$ cat config.mk
export PLATFORM = sky130hd
export DESIGN_NAME = sref_sequencer
export DESIGN_NICKNAME = d
export VERILOG_FILES = /design/src/rtl/sref_pkg.sv /design/src/rtl/sref_timer.sv /design/src/rtl/sref_fsm.sv /design/src/rtl/sref_sequencer.sv
export SDC_FILE = /design/constraint.sdc
export NUM_CORES = 1
export LEC_CHECK = 0
export BUFFER_PORTS_ARGS = -buffer_cell sky130_fd_sc_hd__buf_2
export CORE_AREA = 2 2 39 41
export DETAILED_ROUTE_END_ITERATION = 8
export DIE_AREA = 0 0 41 43
export PLACE_DENSITY = 0.77
export SLEW_MARGIN = 10
export SYNTH_ARGS = -nofsm -noshare
export SYNTH_HDL_FRONTEND = slang
export SYNTH_SLANG_ARGS = --single-unit
$ cat constraint.sdc
create_clock -name clk -period 5.1 [get_ports clk]
set_input_delay 0.51 -clock clk [delete_from_list [all_inputs] [get_ports clk]]
set_output_delay 0.51 -clock clk [all_outputs]
set_load 0.1 [all_outputs]
$ cat src/rtl/sref_pkg.sv
package sref_pkg;

  typedef enum logic [2:0] {
    ST_IDLE,
    ST_ENTER,
    ST_IN_SR,
    ST_WAIT_CLK,
    ST_EXIT_NOP,
    ST_POST_REF,
    ST_RECOVER
  } sref_state_e;

  localparam logic [1:0] CMD_NOP = 2'b00;
  localparam logic [1:0] CMD_REF = 2'b01;

  function automatic int imax(input int a, input int b);
    return (a > b) ? a : b;
  endfunction

endpackage

$ cat src/rtl/sref_timer.sv
module sref_timer #(
  parameter int CW = 4
) (
  input  logic          clk,
  input  logic          rst,
  input  logic          load,
  input  logic [CW-1:0] load_val,
  output logic          done
);

  logic [CW-1:0] cnt;

  always_ff @(posedge clk) begin
    if (rst)
      cnt <= '0;
    else if (load)
      cnt <= load_val;
    else if (cnt != '0)
      cnt <= cnt - 1'b1;
  end

  assign done = (cnt == '0);

endmodule

$ cat src/rtl/sref_fsm.sv
module sref_fsm
  import sref_pkg::*;
#(
  parameter int T_RAS_CYC = 6,
  parameter int NOP_LEN   = 2,
  parameter int T_RC_CYC  = 4,
  parameter int CW        = 4
) (
  input  logic          clk,
  input  logic          rst,
  input  logic          sleep_req,
  input  logic          wake_req,
  input  logic          clk_stable,
  input  logic          tmr_done,
  output logic          tmr_load,
  output logic [CW-1:0] tmr_val,
  output logic          cke,
  output logic [1:0]    cmd,
  output logic          in_sr,
  output logic          ready
);

  sref_state_e state, nxt;
  logic        wake_pend;

  always_comb begin
    nxt = state;
    unique case (state)
      ST_IDLE:     if (sleep_req) nxt = ST_ENTER;
      ST_ENTER:    nxt = ST_IN_SR;
      ST_IN_SR:    if (tmr_done && (wake_pend || wake_req)) nxt = ST_WAIT_CLK;
      ST_WAIT_CLK: if (clk_stable) nxt = ST_EXIT_NOP;
      ST_EXIT_NOP: if (tmr_done) nxt = ST_POST_REF;
      ST_POST_REF: nxt = ST_RECOVER;
      ST_RECOVER:  if (tmr_done) nxt = ST_IDLE;
      default:     nxt = ST_IDLE;
    endcase
  end

  always_comb begin
    tmr_load = 1'b0;
    tmr_val  = '0;
    if (nxt != state) begin
      unique case (nxt)
        ST_IN_SR:    begin tmr_load = 1'b1; tmr_val = CW'(T_RAS_CYC - 1); end
        ST_EXIT_NOP: begin tmr_load = 1'b1; tmr_val = CW'(NOP_LEN - 1);   end
        ST_RECOVER:  begin tmr_load = 1'b1; tmr_val = CW'(T_RC_CYC - 1);  end
        default:     ;
      endcase
    end
  end

  always_ff @(posedge clk) begin
    if (rst) begin
      state     <= ST_IDLE;
      wake_pend <= 1'b0;
      cke       <= 1'b1;
      cmd       <= CMD_NOP;
      in_sr     <= 1'b0;
      ready     <= 1'b1;
    end else begin
      state <= nxt;
      if (state == ST_IN_SR && nxt != ST_IN_SR)
        wake_pend <= 1'b0;
      else if ((state == ST_ENTER || state == ST_IN_SR) && wake_req)
        wake_pend <= 1'b1;
      cke   <= !(nxt inside {ST_ENTER, ST_IN_SR, ST_WAIT_CLK});
      in_sr <= (nxt inside {ST_ENTER, ST_IN_SR, ST_WAIT_CLK});
      cmd   <= (nxt == ST_ENTER || nxt == ST_POST_REF) ? CMD_REF : CMD_NOP;
      ready <= (nxt == ST_IDLE);
    end
  end

  // Checker counters: cycles with cke low, NOP cycles since cke rose
  localparam int LW = $clog2(T_RAS_CYC + 3) + 1;
  localparam int NW = $clog2(NOP_LEN + 1) + 1;
  logic [LW-1:0] low_cnt;
  logic [NW-1:0] nop_cnt;

  always_ff @(posedge clk) begin
    if (rst) begin
      low_cnt <= '0;
      nop_cnt <= '0;
    end else begin
      if (cke)
        low_cnt <= '0;
      else if (low_cnt != {LW{1'b1}})
        low_cnt <= low_cnt + 1'b1;
      if (!cke)
        nop_cnt <= '0;
      else if (cmd == CMD_NOP && nop_cnt != {NW{1'b1}})
        nop_cnt <= nop_cnt + 1'b1;
    end
  end

  p_entry_ref_r2: assert property (@(posedge clk) disable iff (rst)
    (cmd == CMD_REF && !cke) |-> $rose(in_sr));

  p_low_in_sr_r3: assert property (@(posedge clk) disable iff (rst)
    in_sr |-> (!cke && !ready));

  p_residency_r4: assert property (@(posedge clk) disable iff (rst)
    $rose(cke) |-> (int'(low_cnt) >= T_RAS_CYC + 2));

  p_rise_stable_r5: assert property (@(posedge clk) disable iff (rst)
    $rose(cke) |-> ($past(clk_stable) && cmd == CMD_NOP));

  p_nop_hold_r6: assert property (@(posedge clk) disable iff (rst)
    (cmd == CMD_REF && cke) |-> (int'(nop_cnt) >= NOP_LEN));

  p_no_ready_r7: assert property (@(posedge clk) disable iff (rst)
    (cmd == CMD_REF && cke) |=> !ready);

endmodule

$ cat src/rtl/sref_sequencer.sv
module sref_sequencer
  import sref_pkg::*;
#(
  parameter int T_RAS_CYC = 6,
  parameter int T_XSR_CYC = 1,
  parameter int T_RC_CYC  = 4
) (
  input  logic       clk,
  input  logic       rst,
  input  logic       sleep_req,
  input  logic       wake_req,
  input  logic       clk_stable,
  output logic       cke,
  output logic [1:0] cmd,
  output logic       in_sr,
  output logic       ready
);

  localparam int NOP_LEN = imax(T_XSR_CYC, 2);
  localparam int MAX_T   = imax(imax(T_RAS_CYC, NOP_LEN), T_RC_CYC);
  localparam int CW      = $clog2(MAX_T) + 1;

  logic          tmr_load;
  logic [CW-1:0] tmr_val;
  logic          tmr_done;

  sref_timer #(.CW(CW)) tmr_i (
    .clk      (clk),
    .rst      (rst),
    .load     (tmr_load),
    .load_val (tmr_val),
    .done     (tmr_done)
  );

  sref_fsm #(
    .T_RAS_CYC (T_RAS_CYC),
    .NOP_LEN   (NOP_LEN),
    .T_RC_CYC  (T_RC_CYC),
    .CW        (CW)
  ) fsm_i (
    .clk        (clk),
    .rst        (rst),
    .sleep_req  (sleep_req),
    .wake_req   (wake_req),
    .clk_stable (clk_stable),
    .tmr_done   (tmr_done),
    .tmr_load   (tmr_load),
    .tmr_val    (tmr_val),
    .cke        (cke),
    .cmd        (cmd),
    .in_sr      (in_sr),
    .ready      (ready)
  );

endmodule

==> results.tsv, run 1 <==
metric	value	unit
clock slew at the register clock pins of the worst setup and hold paths	0.07	ns
Post-Synthesis Mean Instance Area	8.65	um^2
Routed WL per cell	13.8	um
status	completed	
hold violation count in the final report	0	
post-synthesis cell type count	36	
postcts setup bufs	0	
IO Pins	10	
Pins Over Slew Limit	0	
H-tree depth	1	
nets	85	
Ant. Diodes	0	
initial core utilization	44.4	%
pwr/cell area	620	mW/mm^2
Critical Path End Type	flop	
largest net degree at the start of global routing	13	
grt total ovfl	0	
post-layout minimum cycle time	1.83	ns
slowest CP cell	a221o_2	
fmax	0.548	GHz
Worst setup SP type	flop	
DR vias	530	
leading post-synthesis cells by cell area	dfxtp_1 39%, nor3_1 4.9%, o211a_1 3.3%, inv_1 3.1%, nand2_1 3.1%	
Syn Nets	77	
Period Utilization, post-route	35.8	%
Post-Layout Cell Count	93	
CTS tree	yes	
Detailed Place HPWL	970	um
Die ar.	0.00176	mm^2
CTS Root Cell	clkbuf_4	
cells along the critical path	inv_1 > ha_1 > or3b_1 > o21ai_2 > a221o_2 > a211o_1	
Core Area	0.00138	mm^2
total wire length	1290	um
Final Power	0.000411	W
Crit path largest cell delay	0.38	ns
CP Max Fanout	6	
final cell utilization of the core	47.9	%
vias in the first global route	566	
Finished Cell Area	663	um^2
initial antenna violation count	0	
TNS Setup	0	ns
Netlist Area Pre-Place	614	um^2
sequential element share of the synthesized area	39.1	%
RSZ-0062 raised after global routing	false	
DRC	0	
Die X	41	um
predominant post-synthesis flop cell	dfxtp_1	
top cell type's share of synthesized area	39.1	%
Yosys reg bits	12	
Clk Latency, worst-skew pair	0.27	ns
VDD IR-drop max	0.326	mV
number of port buffers	8	
total CTS buffers	3	
Hold Buf Count CTS	0	
worst path bufs/invs	1	
Clock Skew	0.00192	ns
Die Y	43	um
Post-Syn Instances	71	
CP top delay family	compound AO/OA/AOI/OAI gates	
Placed Instance Area	641	um^2
CTS resizes	0	
P&R area growth vs syn	7.94	%
leading area contributor after synthesis	dfxtp_1	
Synth top cells by count	12 x dfxtp_1, 6 x nor3_1, 5 x inv_1, 5 x nand2_1, 4 x nor2_1	
gpl congestion	0.866	
Pleak	0.284	nW
Overall Global Routing Usage	19.0	%
ANT nets after route	0	
final setup vio count	0	
CTS max path bufs	2	
Hold Crit Class	flop to flop	
Sink Count	12	
vias per inst	5.70	
first-pass GRT wire length	2330	um
most common cell in the netlist	dfxtp_1	
Ys Warns	0	
Critical Path AT	1.99	ns
critical path class	flop to flop	
required time of the critical path	5.26	ns
placed insts	90	
Iter 0 DRT Violations	11	
EDFF count, synth	0	
Max-Cap Viols	0	
layout cells sized above 1	20.8	%
TritonRoute pass-1 iters	4	
Rows	14	
share of flip-flops with an asynchronous set or reset	0	%
state kept, by name, summed over array words and instances, names as in the netlist:
name             flops
fsm_i.cke            1
fsm_i.wake_pend      1
fsm_i.cmd            1
tmr_i.cnt            4
fsm_i.in_sr          1
fsm_i.state          3
fsm_i.ready          1
worst paths after layout:
check,startpoint,to,slack [ns],cells after the start
max,tmr_i.cnt[0],fsm_i.cke,3.27,6
min,fsm_i.wake_pend,fsm_i.wake_pend,0.50,1
max reg2reg,tmr_i.cnt[0],fsm_i.cke,3.27,6
min reg2reg,fsm_i.wake_pend,fsm_i.wake_pend,0.50,1
through the flow:
| stage | worst slack (ns) | hold slack [ns] |
|---|---|---|
| 2_1_floorplan | 3.44 | 0.472 |
| 3_3_place_gp | 3.38 | 0.483 |
| 3_5_place_dp | 3.31 | 0.493 |
| 4_1_cts | 3.29 | 0.506 |
| 5_1_grt | 3.19 | 0.519 |
| 6_report | 3.27 | 0.499 |
cells by family (layout without fill, tap and decap cells):
logic type	after synthesis	count (layout)	synth area share [%]
AND/OR/NAND/NOR	26	26	23.8
adder cells (fa/ha/maj)	1	1	2.04
buffers and inverters	11	17	9.16
XOR/XNOR	1	1	1.43
AO/OA/AOI/OAI	19	19	23.8
flip-flops	12	12	39.1
other	1	1	0.610
per-layer routing:
| metal | share of wire, % | vias up | wire, um | track usage [%] |
|---|---|---|---|---|
| met3 | 2.7 | 2 | 35 | 3.66 |
| met1 | 43 | 254 | 553 | 22.4 |
| met5 | 0 | - | 0 | 0 |
| met4 | 1.0 | 0 | 13 | 8.00 |
| li1 | - | 266 | - | - |
| met2 | 53 | 8 | 684 | 31.6 |
power by group:
part	internal, W	switching [W]
logic	0.0000726	0.000137
registers	0.000120	0.0000257
clock network	0.0000273	0.0000287
total	0.000220	0.000191
placed cells by master (no fill, tap or decap), types with 2 or more instances in the layout:
cell,n
nor2b_1,3
nor2_1,4
inv_1,5
clkbuf_4,3
a211oi_1,2
buf_2,8
nor3_1,6
dfxtp_1,12
a21oi_1,3
nand2_1,5
o211a_1,2
cell type report:
| type | count | area (um^2) |
|---|---|---|
| fillers | 137 | 721 |
| flip-flops and latches | 12 | 240 |
| inverters | 6 | 22.5 |
| repair buffers | 8 | 40.0 |
| clock buffers | 3 | 22.5 |
| well taps | 16 | 20.0 |
| multi-input cells | 48 | 318 |
Power figures use the tool's default switching activity.
==> run 2, diff against run 1 <==
clock period = 1.9 ns   (was 5.1 ns; I/O delays follow)
==> run 2 against run 1 <==
Cell count is 1.1% higher; core utilization is 1.2 points higher; global-route usage is 0.42 points lower; non-clock buffer count stayed put; sequential power grew to 2.7 times the previous value; first-iteration DRC count is 36% lower; combinational power grew to 2.7 times the previous value; flip-flop and latch count stayed put; critical path type unchanged.
==> results.tsv, run 2 (synthesis results as in run 1) <==
metric	value	unit	change
status	completed		
Detailed Place HPWL	887	um	-8.6%
Largest regs	tmr_i.cnt x4, fsm_i.state x3		
grt total ovfl	0		unchanged
Sink Count	12		unchanged
initial antenna violation count	0		unchanged
H-tree depth	1		unchanged
final setup vio count	0		unchanged
Max-Cap Viols	0		unchanged
Clock Skew	0.00409	ns	+0.00218 ns
Die ar.	0.00176	mm^2	unchanged
Iter 0 DRT Violations	7		-4
layout cells sized above 1	23.1	%	+2.3 points
Routed WL per cell	12.9	um	-6.7%
nets	85		unchanged
first-pass GRT wire length	2180	um	-6.5%
critical path class	flop to flop		
Critical Path AT	1.95	ns	-0.04 ns
clock slew at the register clock pins of the worst setup and hold paths	0.08	ns	about the same
initial core utilization	44.4	%	unchanged
Die X	41	um	unchanged
Placed Instance Area	641	um^2	unchanged
Finished Cell Area	679	um^2	+2.5%
DRC	0		unchanged
largest net degree at the start of global routing	13		unchanged
CP Max Fanout	6		unchanged
commonest non-fill, non-tap cell in the layout	dfxtp_1		
P&R area growth vs syn	10.6	%	
Largest register FFs	4		unchanged
number of port buffers	8		unchanged
TNS Setup	0	ns	unchanged
gpl congestion	0.866		unchanged
Period Utilization, post-route	93.6	%	+58 points
TritonRoute pass-1 iters	4		unchanged
RSZ-0062 raised after global routing	false		
Hold Crit Class	input pin to flop		
fmax	0.562	GHz	+2.6%
Pins Over Slew Limit	0		unchanged
commonest non-fill, non-tap cells in the layout	12 x dfxtp_1, 8 x buf_2, 6 x nor3_1, 5 x inv_1, 5 x nand2_1		
Pleak	0.291	nW	+2.5%
total CTS buffers	3		unchanged
Clk Latency, worst-skew pair	0.28	ns	about the same
Rows	14		unchanged
Ant. Diodes	0		unchanged
pwr/cell area	1710	mW/mm^2	+180%
required time of the critical path	2.07	ns	-3.19 ns
IO Pins	10		unchanged
CTS Root Cell	clkbuf_4		
post-layout minimum cycle time	1.78	ns	-0.0470 ns
vias per inst	5.67		-0.50%
CTS tree	yes		
DR vias	533		+0.57%
CTS max path bufs	2		unchanged
total wire length	1210	um	-5.7%
Hold Buf Count CTS	0		unchanged
ANT nets after route	0		unchanged
Core Area	0.00138	mm^2	unchanged
Die Y	43	um	unchanged
Overall Global Routing Usage	18.6	%	-0.42 points
Critical Path End Type	flop		
vias in the first global route	509		-10%
Largest Register	tmr_i.cnt		
final hold slack	0.234	ns	-0.265 ns
VDD IR-drop max	1.01	mV	+210%
hold violation count in the final report	0		unchanged
Worst setup SP type	flop		
postcts setup bufs	0		unchanged
run 2: cell count changes in the layout (fill, tap and decap cells not counted):
cell	change
or3b_4	+1
clkbuf_8	+1
or3b_1	-1
run 2: worst paths after layout:
path                                       from         endpoint  slack (ns)  depth (start not counted)
worst max-delay path               tmr_i.cnt[0]        fsm_i.cke        0.12                          6
worst min-delay path                        rst   fsm_i.state[0]        0.23                          2
worst max register to register     tmr_i.cnt[0]        fsm_i.cke        0.12                          6
worst min register to register  fsm_i.wake_pend  fsm_i.wake_pend        0.50                          1
run 2: power by group:
group	leakage, nW	internal, W	switching [W]
sequential	0.0993	0.000322	0.0000671
combinational	0.171	0.000211	0.000360
clock	0.0210	0.000117	0.0000881
total	0.291	0.000650	0.000515
run 2: what timing repair did:
action | CTS | global route
setup endpoints to repair | 0 | 1
endpoints found under the hold margin | 0 | 0
gates resized for setup | 0 | 1
run 2: worst max-delay path, stage by stage (launching register included):
cell,delay (ns)
dfxtp_1,0.37
inv_1,0.06
ha_1,0.26
or3b_4,0.30
o21ai_2,0.06
a221o_2,0.37
a211o_1,0.26
run 2: final cells by class:
| type | count | area (um^2) |
|---|---|---|
| Clock buffer | 4 | 36.3 |
| Fill cell | 143 | 704 |
| Inverter | 6 | 22.5 |
| Multi-Input combinational cell | 48 | 320 |
| Sequential cell | 12 | 240 |
| Tap cell | 16 | 20.0 |
| Timing Repair Buffer | 8 | 40.0 |
run 2: routing by layer:
| layer | GRT usage, % | wire [um] |
|---|---|---|
| met2 | 27.8 | 642 |
| met3 | 6.28 | 51 |
| met5 | 0 | 0 |
| met1 | 22.3 | 520 |
| met4 | 10.0 | 0 |
run 2: metrics by stage:
stage               util (%)  power [W]  worst slack (ns)  cells
global placement        46.3   0.000930             0.184     90
detailed placement      46.3   0.000946             0.125     90
finish                  49.1    0.00116             0.121     94
CTS                     48.9    0.00116             0.103     94
floorplan                  -   0.000896             0.244     71
global route            49.1    0.00125            0.0304     94
==> run 3, diff against run 2 <==
ABC_AREA = 1   (was default)
CORE_AREA = default   (was 2 2 39 41)
CORE_UTILIZATION = 54   (was default)
DIE_AREA = default   (was 0 0 41 43)
PLACE_DENSITY = 0.86   (was 0.77)
SYNTH_HIERARCHICAL = 1   (was default)
==> run 3 against run 2 <==
The run now ends with setup timing left; core utilization up 35 points; total power up 34%; global-route usage up 9.8 points; synthesized area up 20%; synthesized cell count up 56%; flip-flop and latch count unchanged; die area down 14%; combinational power up 72%; sequential power down 4%; cell count up 55%; via count up 61%; largest power group unchanged.
==> results.tsv, run 3 <==
metric	value	unit	change
Clock Skew	0.000887	ns	-0.00321 ns
Max-Cap Viols	0		unchanged
Overall Global Routing Usage	28.4	%	+9.8 points
share of flip-flops with an asynchronous set or reset	0	%	unchanged
P&R area growth vs syn	35.9	%	
initial antenna violation count	0		unchanged
Core Area	0.00119	mm^2	-14%
EDFF count, synth	0		unchanged
Logic pwr share	62.7	%	+14 points
commonest non-fill, non-tap cell in the layout	nand2_1		
CTS tree	yes		
final cell utilization of the core	84.2	%	+35 points
M1 WL	940	um	+81%
Synth Area in Adders	1.70	%	-0.33 points
post-synthesis cell type count	24		-33%
clock slew at the register clock pins of the worst setup and hold paths	0.08	ns	about the same
Final WS setup	-0.129	ns	-0.249 ns
Pleak	0.494	nW	+70%
Rows	12		-2
switching share of total power	50.1	%	+5.9 points
first-pass GRT wire length	2860	um	+31%
Detailed Place HPWL	1120	um	+26%
Pins Over Slew Limit	0		unchanged
VDD IR-drop max	1.15	mV	+14%
vias per inst	5.88		+3.6%
top cell type's share of synthesized area	32.7	%	-6.4 points
Largest register FFs	4		unchanged
RSZ-0062 raised after global routing	true		
Critical Path AT	2.23	ns	+0.28 ns
Yosys reg bits	12		unchanged
Ys Warns	6		+6
Ant. Diodes	0		unchanged
most common cell in the netlist	nand2_1		
Top Layer Used	met4		
leading area contributor after synthesis	dfxtp_1		
gpl congestion	0.933		+7.7%
Final Power	0.00156	W	+34%
Synth top cells by count	23 x nand2_1, 16 x inv_1, 13 x nor2_1		
H-tree depth	1		unchanged
switching pwr	0.000782	W	+52%
power share of the clock group	13.4	%	-4.2 points
commonest non-fill, non-tap cells in the layout	17 x nand2_1, 14 x inv_1, 12 x nor2_1, 9 x nand2_2, 9 x buf_4		
predominant post-synthesis flop cell	dfxtp_1		
Post-Layout Cell Count	146		+55%
critical path class	flop to flop		
Critical Path End Type	flop		
status	finished with violations		
Largest Register	tmr_i/cnt		
routed length on met3	253	um	+400%
Largest regs	tmr_i/cnt x4, fsm_i/state x3		
grt total ovfl	0		unchanged
placed insts	137		+52%
post-layout minimum cycle time	2.03	ns	+0.249 ns
R2R Setup Slk	-0.13	ns	-0.25 ns
pwr/cell area	1560	mW/mm^2	-8.8%
ANT nets after route	0		unchanged
DRC	0		unchanged
cells along the critical path	inv_2 > ha_4 > nand2_4 > nor2_4 > nand2_1 > nand2_1 > nand2_1 > nand2_2 > nor2_4 > o21ai_4 > a21oi_4 > buf_6 > nand2_2 > o21ai_2 > nand2_2 > a21oi_2		
layout cells sized above 1	45.5	%	+22 points
Netlist Area Pre-Place	734	um^2	+20%
nets	139		+64%
Worst setup SP type	flop		
largest net degree at the start of global routing	9		-4
Die ar.	0.00151	mm^2	-14%
number of port buffers	8		unchanged
sequential element share of the synthesized area	32.7	%	-6.4 points
IO Pins	10		unchanged
leading post-synthesis cells by cell area	dfxtp_1 33%, nand2_1 12%, inv_1 8.2%, nor2_1 6.6%, a21oi_1 5.5%		
Period Utilization, post-route	107	%	+13 points
complex-gate fraction of the synthesized area	10.1	%	-14 points
Synth Area in Simple Gates	41.2	%	+17 points
DR vias	858		+61%
slowest CP cell	dfxtp_2		
Die X	38.9	um	-5.2%
Sink Count	12		unchanged
Post-Syn Instances	111		+56%
Internal	0.000780	W	+20%
vias in the first global route	703		+38%
Iter 0 DRT Violations	105		+98
CTS max path bufs	2		unchanged
initial core utilization	61.9	%	+18 points
post-synthesis mux area share	0	%	unchanged
CP Max Fanout	4		-2
Post-Synthesis Mean Instance Area	6.62	um^2	-24%
failing checks	setup timing		
required time of the critical path	2.10	ns	+0.03 ns
Routed WL per cell	16.7	um	+30%
Die Y	38.9	um	-9.6%
fmax	0.493	GHz	-12%
largest family of logic cells by synthesized area	simple AND/OR/NAND/NOR gates		
routed length on met2	1110	um	+73%
Crit path largest cell delay	0.35	ns	-0.02 ns
TritonRoute pass-1 iters	8		+4
Hold Buf Count CTS	0		unchanged
total CTS buffers	3		unchanged
Hold Crit Class	input pin to flop		
xor and xnor fraction of the mapped netlist area	0	%	-1.4 points
sequential share of power	23.9	%	-9.5 points
final setup vio count	4		+4
CTS Root Cell	clkbuf_4		
total wire length	2440	um	+100%
Clk Latency, worst-skew pair	0.27	ns	about the same
hold violation count in the final report	0		unchanged
pre-CTS setup slack	-0.0928	ns	-0.218 ns
==> run 3: changes by cell type after synthesis, moves of 4 or more <==
cell     change
nand2_2      +4
nor3_1       -6
nand3_2      +4
nand3_1      +5
nor2_1       +9
a21oi_1      +5
nand2_1     +18
inv_1       +11
==> run 3: worst max-delay path, delay by kind of cell (launching register included) <==
family	cells	cell delay, ns
buffers and inverters	2	0.19
adders and majority gates	1	0.16
and+or+nand+nor	9	0.72
DFF	1	0.35
AOI/OAI and AO/OA	4	0.53
==> run 3: area by class of cell <==
| cell class | instances | area [um^2] |
|---|---|---|
| tap | 14 | 17.5 |
| timing repair buffer | 19 | 130 |
| sequential | 12 | 245 |
| inverter | 20 | 75.1 |
| fill | 61 | 188 |
| multi-input combinational | 77 | 494 |
| clock buffer | 4 | 36.3 |
==> run 3: power by group through the flow <==
stage / logic (W) / registers (W) / clock network, W
finish: 0.000980 / 0.000374 / 0.000209
CTS: 0.000758 / 0.000364 / 0.000208
floorplan: 0.000402 / 0.000501 / 0
global placement: 0.000668 / 0.000361 / 0
detailed placement: 0.000683 / 0.000362 / 0
global route: 0.00102 / 0.000378 / 0.000216
==> run 3: kinds of logic (layout without fill, tap and decap cells) <==
kind of cell / count (synthesis) / in the layout
and+or+nand+nor: 60 / 60
buffers and inverters: 23 / 43
DFF: 12 / 12
other: 1 / 2
adders and majority gates: 1 / 1
AOI/OAI and AO/OA: 14 / 14
==> run 3: metrics by stage <==
stage / setup TNS, ns / hold slack [ns] / instance area, um^2
final: -0.364 / 0.197 / 998
after floorplan: 0 / 0.259 / 747
after global routing: -0.572 / 0.192 / 998
after global placement: -0.0417 / 0.461 / 823
after CTS: 0 / 0.169 / 906
after detailed placement: -0.268 / 0.468 / 823
==> run 3: what timing repair did <==
item	4_1_cts	5_1_grt
pin swaps	3	7
buffers inserted	2	3
endpoints found under the setup margin	4	4
resized for setup	10	19
==> run 3: path summary, 6_finish.rpt <==
kind / from / endpoint / cells past startpoint
min: rst / fsm_i/state[1] / 2
max: tmr_i/cnt[1] / tmr_i/cnt[1] / 16
min reg2reg: fsm_i/wake_pend / fsm_i/wake_pend / 3
max reg2reg: tmr_i/cnt[1] / tmr_i/cnt[1] / 16
==> run 3: metal layers <==
layer / track usage [%] / up-vias
met4: 12.1 / 0
met3: 8.67 / 25
met1: 34.0 / 372
met2: 46.3 / 77
li1: - / 384
met5: 0 / -
